**src/rtl/seg_pkg.sv**
```systemverilog
// Package: shared widths, segment word type and digit glyph lookup.
// Assumes segment a sits in bit 0 and g in bit 6.
package seg_pkg;
    localparam int CODE_W = 4;
    localparam int SEG_N  = 7;
    localparam int MAX_DIGIT = 9;

    typedef logic [CODE_W-1:0] bcd_code_t;
    typedef logic [SEG_N-1:0]  seg_word_t;

    localparam seg_word_t SEG_DARK = '0;

    // Glyph for one held code; anything above nine is dark.
    function automatic seg_word_t glyph_of(input bcd_code_t code);
        seg_word_t w;
        case (code)
            4'd0:    w = 7'h3F;
            4'd1:    w = 7'h06;
            4'd2:    w = 7'h5B;
            4'd3:    w = 7'h4F;
            4'd4:    w = 7'h66;
            4'd5:    w = 7'h6D;
            4'd6:    w = 7'h7D;
            4'd7:    w = 7'h07;
            4'd8:    w = 7'h7F;
            4'd9:    w = 7'h6F;
            default: w = SEG_DARK;
        endcase
        return w;
    endfunction
endpackage

```
**src/rtl/seg_code_hold.sv**
```systemverilog
// Module: code register. It loads the BCD input on edges where load_en is
// high and holds it otherwise. Assumes the input meets setup and hold
// relative to the edge where load_en is sampled low.
module seg_code_hold
    import seg_pkg::*;
(
    input  logic      clk,
    input  logic      rst_n,
    input  bcd_code_t bcd_in,
    input  logic      load_en,
    output bcd_code_t code_q
);
    // Capture or hold the code; reset clears it to zero.
    always_ff @(posedge clk) begin
        if (!rst_n)       code_q <= '0;
        else if (load_en) code_q <= bcd_in;
    end

    // a closed register keeps its value.
    p_hold_closed_r2: assert property (@(posedge clk) disable iff (!rst_n)
        !load_en |=> $stable(code_q)) else $error("code changed while closed");

    // an open register takes the input.
    p_load_open_r2: assert property (@(posedge clk) disable iff (!rst_n)
        load_en |=> code_q == $past(bcd_in)) else $error("code not loaded");
endmodule

```
**src/rtl/seg_glyph_dec.sv**
```systemverilog
// Module: combinational decoder from the held code to the uninverted segment
// pattern. The blanking input and codes above nine give a dark pattern.
module seg_glyph_dec
    import seg_pkg::*;
(
    input  bcd_code_t code,
    input  logic      blank,
    output seg_word_t pattern
);
    // Pick the glyph, or dark when blanked.
    always_comb begin
        pattern = blank ? SEG_DARK : glyph_of(code);
    end
endmodule

```
**src/rtl/seg_phase_div.sv**
```systemverilog
// Module: square-wave generator. The wave toggles once every HALF_PERIOD
// clocks after reset. Assumes HALF_PERIOD >= 2.
module seg_phase_div #(
    parameter int HALF_PERIOD = 4
) (
    input  logic clk,
    input  logic rst_n,
    output logic wave
);
    localparam int CW = (HALF_PERIOD > 2) ? $clog2(HALF_PERIOD) : 1;
    localparam logic [CW-1:0] LAST = CW'(HALF_PERIOD - 1);

    logic [CW-1:0] cnt_q;
    logic          wave_q;

    // Count cycles in the current half period and flip the wave at the end.
    always_ff @(posedge clk) begin
        if (!rst_n) begin
            cnt_q  <= '0;
            wave_q <= 1'b0;
        end else if (cnt_q == LAST) begin
            cnt_q  <= '0;
            wave_q <= ~wave_q;
        end else begin
            cnt_q  <= cnt_q + 1'b1;
        end
    end

    assign wave = wave_q;

    // the wave only changes after a full half period has been counted.
    p_wave_period_r7: assert property (@(posedge clk) disable iff (!rst_n)
        !$stable(wave_q) |-> $past(cnt_q) == LAST) else $error("early wave flip");

    // the counter never leaves its range.
    p_cnt_range_r7: assert property (@(posedge clk) disable iff (!rst_n)
        cnt_q <= LAST) else $error("counter out of range");
endmodule

```
**src/rtl/seg_digit_drv.sv**
```systemverilog
// Module: top level of the single-digit driver. It holds the code, decodes
// it, selects the phase and registers the segment word and the backplane
// together. When HAS_PHASE_GEN is 0, the internal wave is tied low.
module seg_digit_drv #(
    parameter int HALF_PERIOD   = 4,
    parameter bit HAS_PHASE_GEN = 1'b1
) (
    input  logic       clk,
    input  logic       rst_n,
    input  logic [3:0] bcd_in,
    input  logic       load_en,
    input  logic       blank_in,
    input  logic       inv_in,
    input  logic       auto_phase,
    output logic [6:0] seg_out,
    output logic       backplane_out
);
    import seg_pkg::*;

    bcd_code_t code_q;
    seg_word_t pattern;
    seg_word_t seg_q;
    logic      wave;
    logic      phase_sel;
    logic      bp_q;

    seg_code_hold u_hold (
        .clk     (clk),
        .rst_n   (rst_n),
        .bcd_in  (bcd_in),
        .load_en (load_en),
        .code_q  (code_q)
    );

    seg_glyph_dec u_dec (
        .code    (code_q),
        .blank   (blank_in),
        .pattern (pattern)
    );

    generate
        if (HAS_PHASE_GEN) begin : g_div
            seg_phase_div #(.HALF_PERIOD(HALF_PERIOD)) u_div (
                .clk   (clk),
                .rst_n (rst_n),
                .wave  (wave)
            );
        end else begin : g_nodiv
            assign wave = 1'b0;
        end
    endgenerate

    // Choose the phase source.
    always_comb begin
        phase_sel = auto_phase ? wave : inv_in;
    end

    // Register the segments and the phase side by side.
    always_ff @(posedge clk) begin
        if (!rst_n) begin
            seg_q <= SEG_DARK;
            bp_q  <= 1'b0;
        end else begin
            seg_q <= pattern ^ {SEG_N{phase_sel}};
            bp_q  <= phase_sel;
        end
    end

    assign seg_out       = seg_q;
    assign backplane_out = bp_q;

    // blanking darkens the digit one clock later.
    p_blank_dark_r5: assert property (@(posedge clk) disable iff (!rst_n)
        blank_in |=> (seg_out ^ {SEG_N{backplane_out}}) == SEG_DARK)
        else $error("blank not dark");

    // a held code above nine darkens the digit.
    p_illegal_dark_r4: assert property (@(posedge clk) disable iff (!rst_n)
        (code_q > 4'd9) |=> (seg_out ^ {SEG_N{backplane_out}}) == SEG_DARK)
        else $error("illegal code lit");

    // in external mode the backplane follows the phase pin.
    p_ext_phase_r6: assert property (@(posedge clk) disable iff (!rst_n)
        !auto_phase |=> backplane_out == $past(inv_in))
        else $error("external phase not applied");

    // in internal mode the backplane follows the generated wave.
    p_int_phase_r8: assert property (@(posedge clk) disable iff (!rst_n)
        auto_phase |=> backplane_out == $past(wave))
        else $error("internal phase not applied");
endmodule

```
**config.mk**
```make
export PLATFORM = sky130hd
export DESIGN_NAME = seg_digit_drv
export DESIGN_NICKNAME = d
export VERILOG_FILES = /design/src/rtl/seg_pkg.sv /design/src/rtl/seg_code_hold.sv /design/src/rtl/seg_glyph_dec.sv /design/src/rtl/seg_phase_div.sv /design/src/rtl/seg_digit_drv.sv
export SDC_FILE = /design/constraint.sdc
export NUM_CORES = 1
export LEC_CHECK = 0
export ABC_AREA = 1
export BUFFER_PORTS_ARGS = -buffer_cell sky130_fd_sc_hd__buf_2
export CAP_MARGIN = 15
export CELL_PAD_IN_SITES_DETAIL_PLACEMENT = 0
export CELL_PAD_IN_SITES_GLOBAL_PLACEMENT = 1
export CORE_MARGIN = 5
export CORE_UTILIZATION = 34
export DETAILED_ROUTE_END_ITERATION = 8
export GPL_ROUTABILITY_DRIVEN = 0
export GPL_TIMING_DRIVEN = 0
export PLACE_DENSITY = 0.73
export SETUP_SLACK_MARGIN = 0.2
export SYNTH_ARGS = -nofsm -noshare
export SYNTH_HDL_FRONTEND = slang
export SYNTH_HIERARCHICAL = 1
export SYNTH_SLANG_ARGS = --single-unit
```
**constraint.sdc**
```tcl
create_clock -name clk -period 1.9 [get_ports clk]
set_input_delay 0.19 -clock clk [delete_from_list [all_inputs] [get_ports clk]]
set_output_delay 0.19 -clock clk [all_outputs]
set_load 0.01 [all_outputs]
```
==> summary.txt, run 1 <==
Worst setup path
  – CP cell instances: inv_1, ha_1, nand2_1, inv_1, nor2_1, nor2_1, inv_1, nand3_1, nand2_1, nor2_1
  – CP Capture Type: flop
  – Crit path kind: reg -> reg
  – Worst r2r src: u_hold/code_q[1]
  – CP max stage delay: 420 ps
  – Arr. time, crit path: 1610 ps
  – Worst reg2reg path endpoint: seg_out[3]
  – Setup crit start kind: flop
  – Minimum setup slack among reg-to-reg paths: 480 ps
  – R2R depth: 10
  – Slowest CP cell: dfxtp_1
  – Maximum fanout along the worst path: 5
  – Crit path launch: u_hold/code_q[1]
  – Worst EP required: 2090 ps

Floorplanning
  – Die area: 3460 sq um
  – Cell Rows: 17
  – I/O pin cnt: 18
  – Core Area: 2250 sq um
  – Die width: 58.8 um
  – Initial core utilization: 36.0%
  – Die Y: 58.8 um

CTS
  – Post-CTS Setup Bufs: 0
  – Cts repair resizes: 0
  – Clk buf depth: 2
  – CTS tree: done
  – Root cell of the clock tree: clkbuf_4
  – CTS clk-pin slew, worst paths: 90 ps
  – Clock Latency Late Sink: 280 ps
  – Hold_buf cts: 0
  – Sinks on Clock Net: 15
  – Num CTS Buffers: 3
  – H-tree depth: 1

Pwr
  – Pwr dens: 723 nW/um^2
  – Peak supply drop: 0.345 mV
  – Lkg Pwr: 0.560 nW

Finish
  – Nets: 165
  – Fillers: 274
  – Area of the multi-input gates: 394 sq um
  – Layout cells sized above 1: 15.5%
  – Register Area: 300 sq um
  – Antenna Diode Count: 0
  – Area grow syn2layout: 17.4%
  – Cell Count, Final, Fillers Out: 176

Placed design
  – Port Buf Inserts: 16
  – Placed insts: 172
  – HPWL after DPL: 1.19 mm

Global routing
  – First-pass GRT wire length: 2.66 mm
  – Vias in the first global route: 668
  – Total GRT Usage: 9.77%
  – Pin count of the biggest net entering global routing: 10
  – Total gr overflow: 0
  – Initial antenna violation count: 0

Detailed routing
  – WL final: 1.49 mm
  – DR vias/cell: 4.30
  – Drt wl/cell: 8.46 um
  – Via count: 757
  – Pre-Repair DR Iteration Count: 4
  – Initial DRC count: 13
  – Post-route ant nets: 0
  – # DRC: 0

Worst hold path
  – Worst hold path class: in -> reg
  – Hold Startpoint: load_en
  – Hold Path Depth: 3
  – Hold endpoint: u_hold/code_q[3]

Synth
  – Count leader, synth: nor2_1
  – Cell Area, Synth: 811 sq um
  – Synth Instances: 128
  – Synth warn: 6
  – Synth cell count leaders: 41 x nor2_1, 26 x inv_1, 26 x nand2_1, 15 x dfxtp_1, 7 x nand3_1
  – Register area share after synthesis: 37.0%
  – Yosys top cell by area: dfxtp_1
  – Yosys reg bits: 15
  – Most area-consuming cells after synthesis: dfxtp_1 37%, nor2_1 19%, inv_1 12%
  – Yosys top cell area share: 37.0%
  – Primary FF master, synth: dfxtp_1
  – Post-synth EDFFs: 0
  – Netlist cell types: 13
  – Avg Cell Area, Syn: 6.33 sq um
  – Post-Syn Nets: 144
  – Async SR Flop Fraction: 0%

STA
  – Final setup violation count: 0
  – Fmax achieved: 704 MHz
  – Hold Slack: 176 ps
  – Max_slew headroom: 78.8%
  – Fin crit period: 1420 ps
  – Worst Tran Pin Value: 318 ps
  – Setup TNS: 0 ps
  – Crit share post-route: 74.8%
  – RSZ-0062 raised after global routing: false
  – Clock skew after layout: 9.69 ps
  – Final hold vios: 0
  – Max Slew Vio Count: 0

Run status
  – Status: finished, final reports clean

Run
  – Max cap viols: 0
state kept, by name, summed over array words and instances (netlist names):
name               cells
g_div.u_div/wave       1
backplane_out          1
g_div.u_div/cnt_q      2
seg_out                7
u_hold/code_q          4
kinds of logic (layout without fill, tap and decap cells):
family          after synthesis  count (layout)  share of synthesized area, %
compound gates                3               3                          2.62
simple gates                 76              76                          36.7
fa+ha+maj                     6               6                          9.26
flops                        15              15                          37.0
buf+inv                      28              48                          14.4
stage by stage:
step | area (sq um) | power [mW] | util, % | worst slack [ps]
after detailed placement | 926 | 0.517 | 41.1 | 474
after global routing | 952 | 0.746 | 42.2 | 349
after CTS | 952 | 0.699 | 42.2 | 471
after global placement | 926 | 0.513 | 41.1 | 475
final | 952 | 0.688 | 42.2 | 479
after floorplan | 811 | 0.471 | - | 606
worst max-delay path: cells and delay by family (launching register included):
kind                       cells  cell delay, ps
DFF                            1             420
and+or+nand+nor                6             370
adders and majority gates      1             290
buffers and inverters          3             250
how the worst max path moves through the flow:
stage	end	slack, ps
2_1_floorplan	seg_out[3]	610
6_report	seg_out[3]	480
3_3_place_gp	seg_out[3]	480
5_1_grt	seg_out[3]	350
4_1_cts	seg_out[3]	470
3_5_place_dp	seg_out[3]	470
power by group:
part / switching, mW / internal, mW
Sequential: 0.0160 / 0.342
Clock: 0.100 / 0.0813
Combinational: 0.0866 / 0.0615
layout by cell type (no fill, tap or decap), types with 3 or more instances in the layout:
cell      instances
inv_1            26
nand3_1           7
clkbuf_4          3
nor2_1           41
dfxtp_1          15
ha_1              6
nand2_1          26
buf_2            16
layout make-up:
class                   instances  area share [%]
plain buffers                   2            1.97
clock buffers                   4            2.76
inverters                      26            10.2
multi-input cells              85            41.4
flip-flops and latches         15            31.5
well taps                      28            3.68
repair buffers                 16            8.41
routing by layer:
metal  global-route usage, %  share of wire (%)
met1                    11.1                 44
met2                    17.7                 51
met3                    3.29                4.0
met4                    1.94               0.94
met5                       0                  0
(Power assumes the default switching activity.)
==> run 2, diff against run 1 <==
CORE_UTILIZATION = 31   (was 34)
PLACE_DENSITY = 0.7   (was 0.73)
clock period = 1.25 ns   (was 1.9 ns; I/O delays follow)
==> summary.txt, run 2 (synthesis results as in run 1) <==
Worst setup path
  – CP cell instances: buf_4, ha_4, inv_2, nor2_1, o21a_1, inv_1, nand3_1, nand2_1, nor2_1
  – Slowest CP cell: dfxtp_4
  – Setup crit start kind: flop
  – Top Family by Delay on Critical Path: flip-flops
  – CP Capture Type: flop
  – Maximum fanout along the worst path: 4
  – CP max stage delay: 370 ps
  – Crit path launch: u_hold/code_q[1]
  – Worst r2r src: u_hold/code_q[1]
  – Arr. time, crit path: 1440 ps
  – Minimum setup slack among reg-to-reg paths: -3 ps
  – WP buf/inv: 3
  – Worst reg2reg path endpoint: seg_out[4]
  – Worst EP required: 1430 ps
  – Crit path kind: reg -> reg
  – R2R depth: 9
  – Most frequent CP cell: nor2_1

Pwr
  – Lkg Pwr: 0.571 nW
  – Peak supply drop: 0.795 mV
  – Pwr dens: 1040 nW/um^2
  – Power Total: 1.08 mW

Placed design
  – Placed insts: 174
  – Port Buf Inserts: 16
  – HPWL after DPL: 1.17 mm
  – Dpl ws: -46.1 ps

Finish
  – Max FFs per register: 7
  – Most frequent cells in the layout: 37 x nor2_1, 24 x nand2_1, 21 x inv_1
  – Cell Count, Final, Fillers Out: 181
  – Commonest non-fill, non-tap cell in the layout: nor2_1
  – Area grow syn2layout: 28.4%
  – Antenna Diode Count: 0
  – Layout cells sized above 1: 29.1%
  – Nets: 168
  – Post-layout util: 41.6%

Global routing
  – Total GRT Usage: 8.61%
  – Pin count of the biggest net entering global routing: 10
  – Total gr overflow: 0
  – Initial antenna violation count: 0
  – Vias in the first global route: 629
  – First-pass GRT wire length: 2.41 mm

Detailed routing
  – Pre-Repair DR Iteration Count: 4
  – WL final: 1.51 mm
  – Post-route ant nets: 0
  – DR vias/cell: 4.21
  – Via count: 762
  – Drt wl/cell: 8.31 um
  – # DRC: 0
  – Initial DRC count: 18

Floorplanning
  – Core Area: 2500 sq um
  – Initial core utilization: 32.4%
  – Die Y: 61.1 um
  – Die area: 3740 sq um
  – Cell Rows: 18
  – Die width: 61.1 um
  – I/O pin cnt: 18

STA
  – Clock skew after layout: 1.69 ps
  – Max Slew Vio Count: 0
  – Setup TNS: -2.81 ps
  – Crit share post-route: 100%
  – Worst Tran Pin Value: 239 ps
  – Fin crit period: 1250 ps
  – Final setup margin: -2.81 ps
  – Final setup violation count: 1
  – RSZ-0062 raised after global routing: true
  – Final hold vios: 0
  – Max_slew headroom: 84.1%
  – Fmax achieved: 798 MHz

CTS
  – CTS clk-pin slew, worst paths: 80 ps
  – CTS tree: done
  – Sinks on Clock Net: 15
  – Num CTS Buffers: 3
  – Clock Latency Late Sink: 280 ps
  – H-tree depth: 1
  – Root cell of the clock tree: clkbuf_4
  – Hold_buf cts: 0
  – Clk buf depth: 2

Run status
  – Status: complete, but fails checks
  – Failing checks: setup timing

Worst hold path
  – Hold Path Depth: 3
  – Hold endpoint: u_hold/code_q[1]
  – Hold Startpoint: load_en
  – Worst hold path class: in -> reg

Run
  – Max cap viols: 0
[run 2: changes by cell type in the layout (fill, tap and decap cells not counted), sizes merged]
cell | previous run | this run
buf | 18 | 21
[run 2: layer usage]
metal,routed length [um],vias up,GRT usage [%]
met4,0,0,0.929
met1,621,327,9.48
met5,0,-,0
met2,773,16,15.3
li1,-,419,-
met3,110,0,4.40
[run 2: metrics by stage]
step | hold WS, ps | cell area [sq um]
global placement | 381 | 961
CTS | 82.8 | 1020
detailed placement | 383 | 961
global route | 74.8 | 1040
floorplan | 236 | 843
finish | 90.3 | 1040
[run 2: how the worst max path moves through the flow]
stage	end	slack [ps]	cells past startpoint
detailed placement	seg_out[3]	-50	10
global placement	seg_out[3]	-40	10
global route	seg_out[3]	-110	10
finish	seg_out[4]	-3	9
floorplan	seg_out[3]	80	10
CTS	seg_out[3]	-30	10
[run 2: tightest hold or removal path: stages]
cell,delay (ps)
buf_6,100
nor2_1,40
nor2_1,80
[run 2: power breakdown]
| part | leakage (nW) | switching (mW) | internal (mW) |
|---|---|---|---|
| registers | 0.126 | 0.0261 | 0.520 |
| logic | 0.430 | 0.147 | 0.115 |
| clock network | 0.0150 | 0.151 | 0.124 |
[run 2: timing repair]
action / 4_1_cts / 5_1_grt
buffers inserted: 2 / 1
pin swaps: 11 / 11
gates resized for setup: 10 / 4
setup endpoints to repair: 7 / 7
[run 2: cell type report]
| type | count | area (sq um) |
|---|---|---|
| buffer | 2 | 18.8 |
| clock buffer | 4 | 26.3 |
| fill | 278 | 1460 |
| inverter | 26 | 103 |
| multi-input combinational | 85 | 440 |
| sequential | 15 | 309 |
| tap | 30 | 37.5 |
| timing repair buffer | 19 | 106 |
==> run 3, diff against run 2 <==
BUFFER_PORTS_ARGS = unset   (was -buffer_cell sky130_fd_sc_hd__buf_2)
CORE_UTILIZATION = 36   (was 31)
DONT_BUFFER_PORTS = 1   (was unset)
PLACE_DENSITY = 0.69   (was 0.7)
==> summary.txt, run 3 (synthesis results as in run 1) <==
Run status
  – Status: complete, but fails checks
  – Failing checks: setup timing

STA
  – Clock skew after layout: 5.00 ps
  – Fin crit period: 1250 ps
  – Final setup violation count: 2
  – Final hold vios: 0
  – Max Slew Vio Count: 0
  – Worst Tran Pin Value: 251 ps
  – RSZ-0062 raised after global routing: true
  – Crit share post-route: 100%
  – Final setup margin: -4.78 ps
  – Fmax achieved: 797 MHz
  – Max_slew headroom: 83.2%

CTS
  – Clock Latency Late Sink: 270 ps
  – CTS clk-pin slew, worst paths: 90 ps
  – Sinks on Clock Net: 15
  – H-tree depth: 1
  – CTS tree: done
  – Clk buf depth: 2
  – Root cell of the clock tree: clkbuf_4
  – Num CTS Buffers: 3

Global routing
  – First-pass GRT wire length: 2.54 mm
  – Grt met2 use: 16.8%
  – Total gr overflow: 0
  – Initial antenna violation count: 0
  – Total GRT Usage: 9.70%
  – GR Layer Usage met3: 3.62%
  – Vias in the first global route: 651
  – GRT Max-Usage Layer: met2
  – Met1 Track Usage GR: 10.6%
  – Pin count of the biggest net entering global routing: 10

Detailed routing
  – DR vias/cell: 4.17
  – Pre-Repair DR Iteration Count: 4
  – Post-route ant nets: 0
  – Via count: 693
  – WL final: 1.44 mm
  – Drt wl/cell: 8.67 um
  – # DRC: 0
  – Initial DRC count: 4

Pwr
  – Peak supply drop: 0.506 mV
  – Lkg Pwr: 0.516 nW
  – Power Total: 1.04 mW
  – Clk pwr share: 25.4%
  – Int Power: 0.741 mW
  – Switching Share: 29.1%
  – Pwr dens: 1070 nW/um^2
  – NetSw: 0.304 mW
  – Seq pwr share: 53.8%
  – Comb pwr share: 20.8%

Worst setup path
  – Worst EP required: 1470 ps
  – R2R depth: 10
  – Arr. time, crit path: 1480 ps
  – Maximum fanout along the worst path: 4
  – Minimum setup slack among reg-to-reg paths: -5 ps
  – Crit path kind: reg -> reg
  – Worst r2r src: u_hold/code_q[1]
  – CP Capture Type: flop
  – Setup crit start kind: flop
  – Worst reg2reg path endpoint: seg_out[1]

Finish
  – Max FFs per register: 7
  – Antenna Diode Count: 0
  – Cell Count, Final, Fillers Out: 166
  – Nets: 155
  – Layout cells sized above 1: 21.0%
  – Commonest non-fill, non-tap cell in the layout: nor2_1
  – Most frequent cells in the layout: 39 x nor2_1, 24 x nand2_1, 21 x inv_1
  – Area grow syn2layout: 21.0%

Floorplanning
  – Core Area: 2190 sq um
  – Cell Rows: 17
  – Die width: 57.5 um
  – Initial core utilization: 37.0%
  – Die area: 3300 sq um
  – Die Y: 57.5 um
  – I/O pin cnt: 18

Placed design
  – Placed insts: 156
  – HPWL after DPL: 1.12 mm
  – Port Buf Inserts: 0

Worst hold path
  – Hold Startpoint: bcd_in[1]
  – Worst hold path class: in -> reg
  – Hold endpoint: u_hold/code_q[1]
  – Hold Path Depth: 4

Run
  – Max cap viols: 0
[run 3: cell count changes in the layout (fill, tap and decap cells not counted)]
cell           change
buf_2             -16
buf_4              +2
dlygate4sd3_1      +1
ha_1               -1
ha_2               +1
nor2_1             +2
nor2_2             -2
[run 3: repair_timing]
action                     4_1_cts  5_1_grt
pin swaps                       10        8
hold buffers                     1        0
setup endpoints to repair        7        7
setup buffers                    4        1
hold endpoints to repair         7        0
gates resized for setup         10        3
gates cloned                     0        0
[run 3: power by group through the flow]
stage          clock network (mW)  logic (mW)  registers (mW)
6_report                    0.265       0.218           0.562
5_1_grt                     0.301       0.255           0.569
4_1_cts                     0.277       0.215           0.563
3_5_place_dp                    0       0.188           0.575
3_3_place_gp                    0       0.183           0.575
2_1_floorplan                   0       0.158           0.568
[run 3: layer usage]
metal | part of all wire, % | wire length, um | vias up
li1 | - | - | 393
met1 | 46 | 664 | 289
met2 | 49 | 702 | 9
met3 | 4.1 | 59 | 2
met4 | 0.83 | 12 | 0
met5 | 0 | 0 | -
[run 3: layout make-up]
class	instances	area (sq um)
Tap cell	28	35.0
Buffer	2	18.8
Inverter	26	103
Sequential cell	15	309
Fill cell	237	1210
Multi-Input combinational cell	85	438
Clock buffer	4	26.3
Timing Repair Buffer	6	51.3
[run 3: metrics by stage]
step	TNS (ps)	cell area, sq um	worst slack, ps	hold WS (ps)	utilization, %
final	-8.16	981	-4.78	24.8	44.8
after detailed placement	-42.2	878	-42.2	241	40.1
after CTS	-24.5	968	-24.5	11.6	44.2
after global routing	-423	981	-144	25.7	44.8
after global placement	-42.9	878	-42.9	239	40.1
after floorplan	0	843	78.9	236	-
[run 3: how the worst max path moves through the flow]
stage                                 from  depth (start not counted)  slack, ps          to
final                     u_hold/code_q[1]                         10         -5  seg_out[1]
after global routing      u_hold/code_q[1]                         10       -140  seg_out[3]
after CTS                 u_hold/code_q[0]                         10        -20  seg_out[3]
after detailed placement  u_hold/code_q[1]                         10        -40  seg_out[3]
after global placement    u_hold/code_q[1]                         10        -40  seg_out[3]
after floorplan           u_hold/code_q[1]                         10         80  seg_out[3]
[run 3: worst max-delay path: stages, from the launching register on]
cell     delay (ps)
dfxtp_4         380
inv_4            50
ha_4            230
nand2_2          60
inv_2            30
buf_4           110
nor2_1           90
inv_1            60
nand3_1          70
nand2_1          50
nor2_1           70
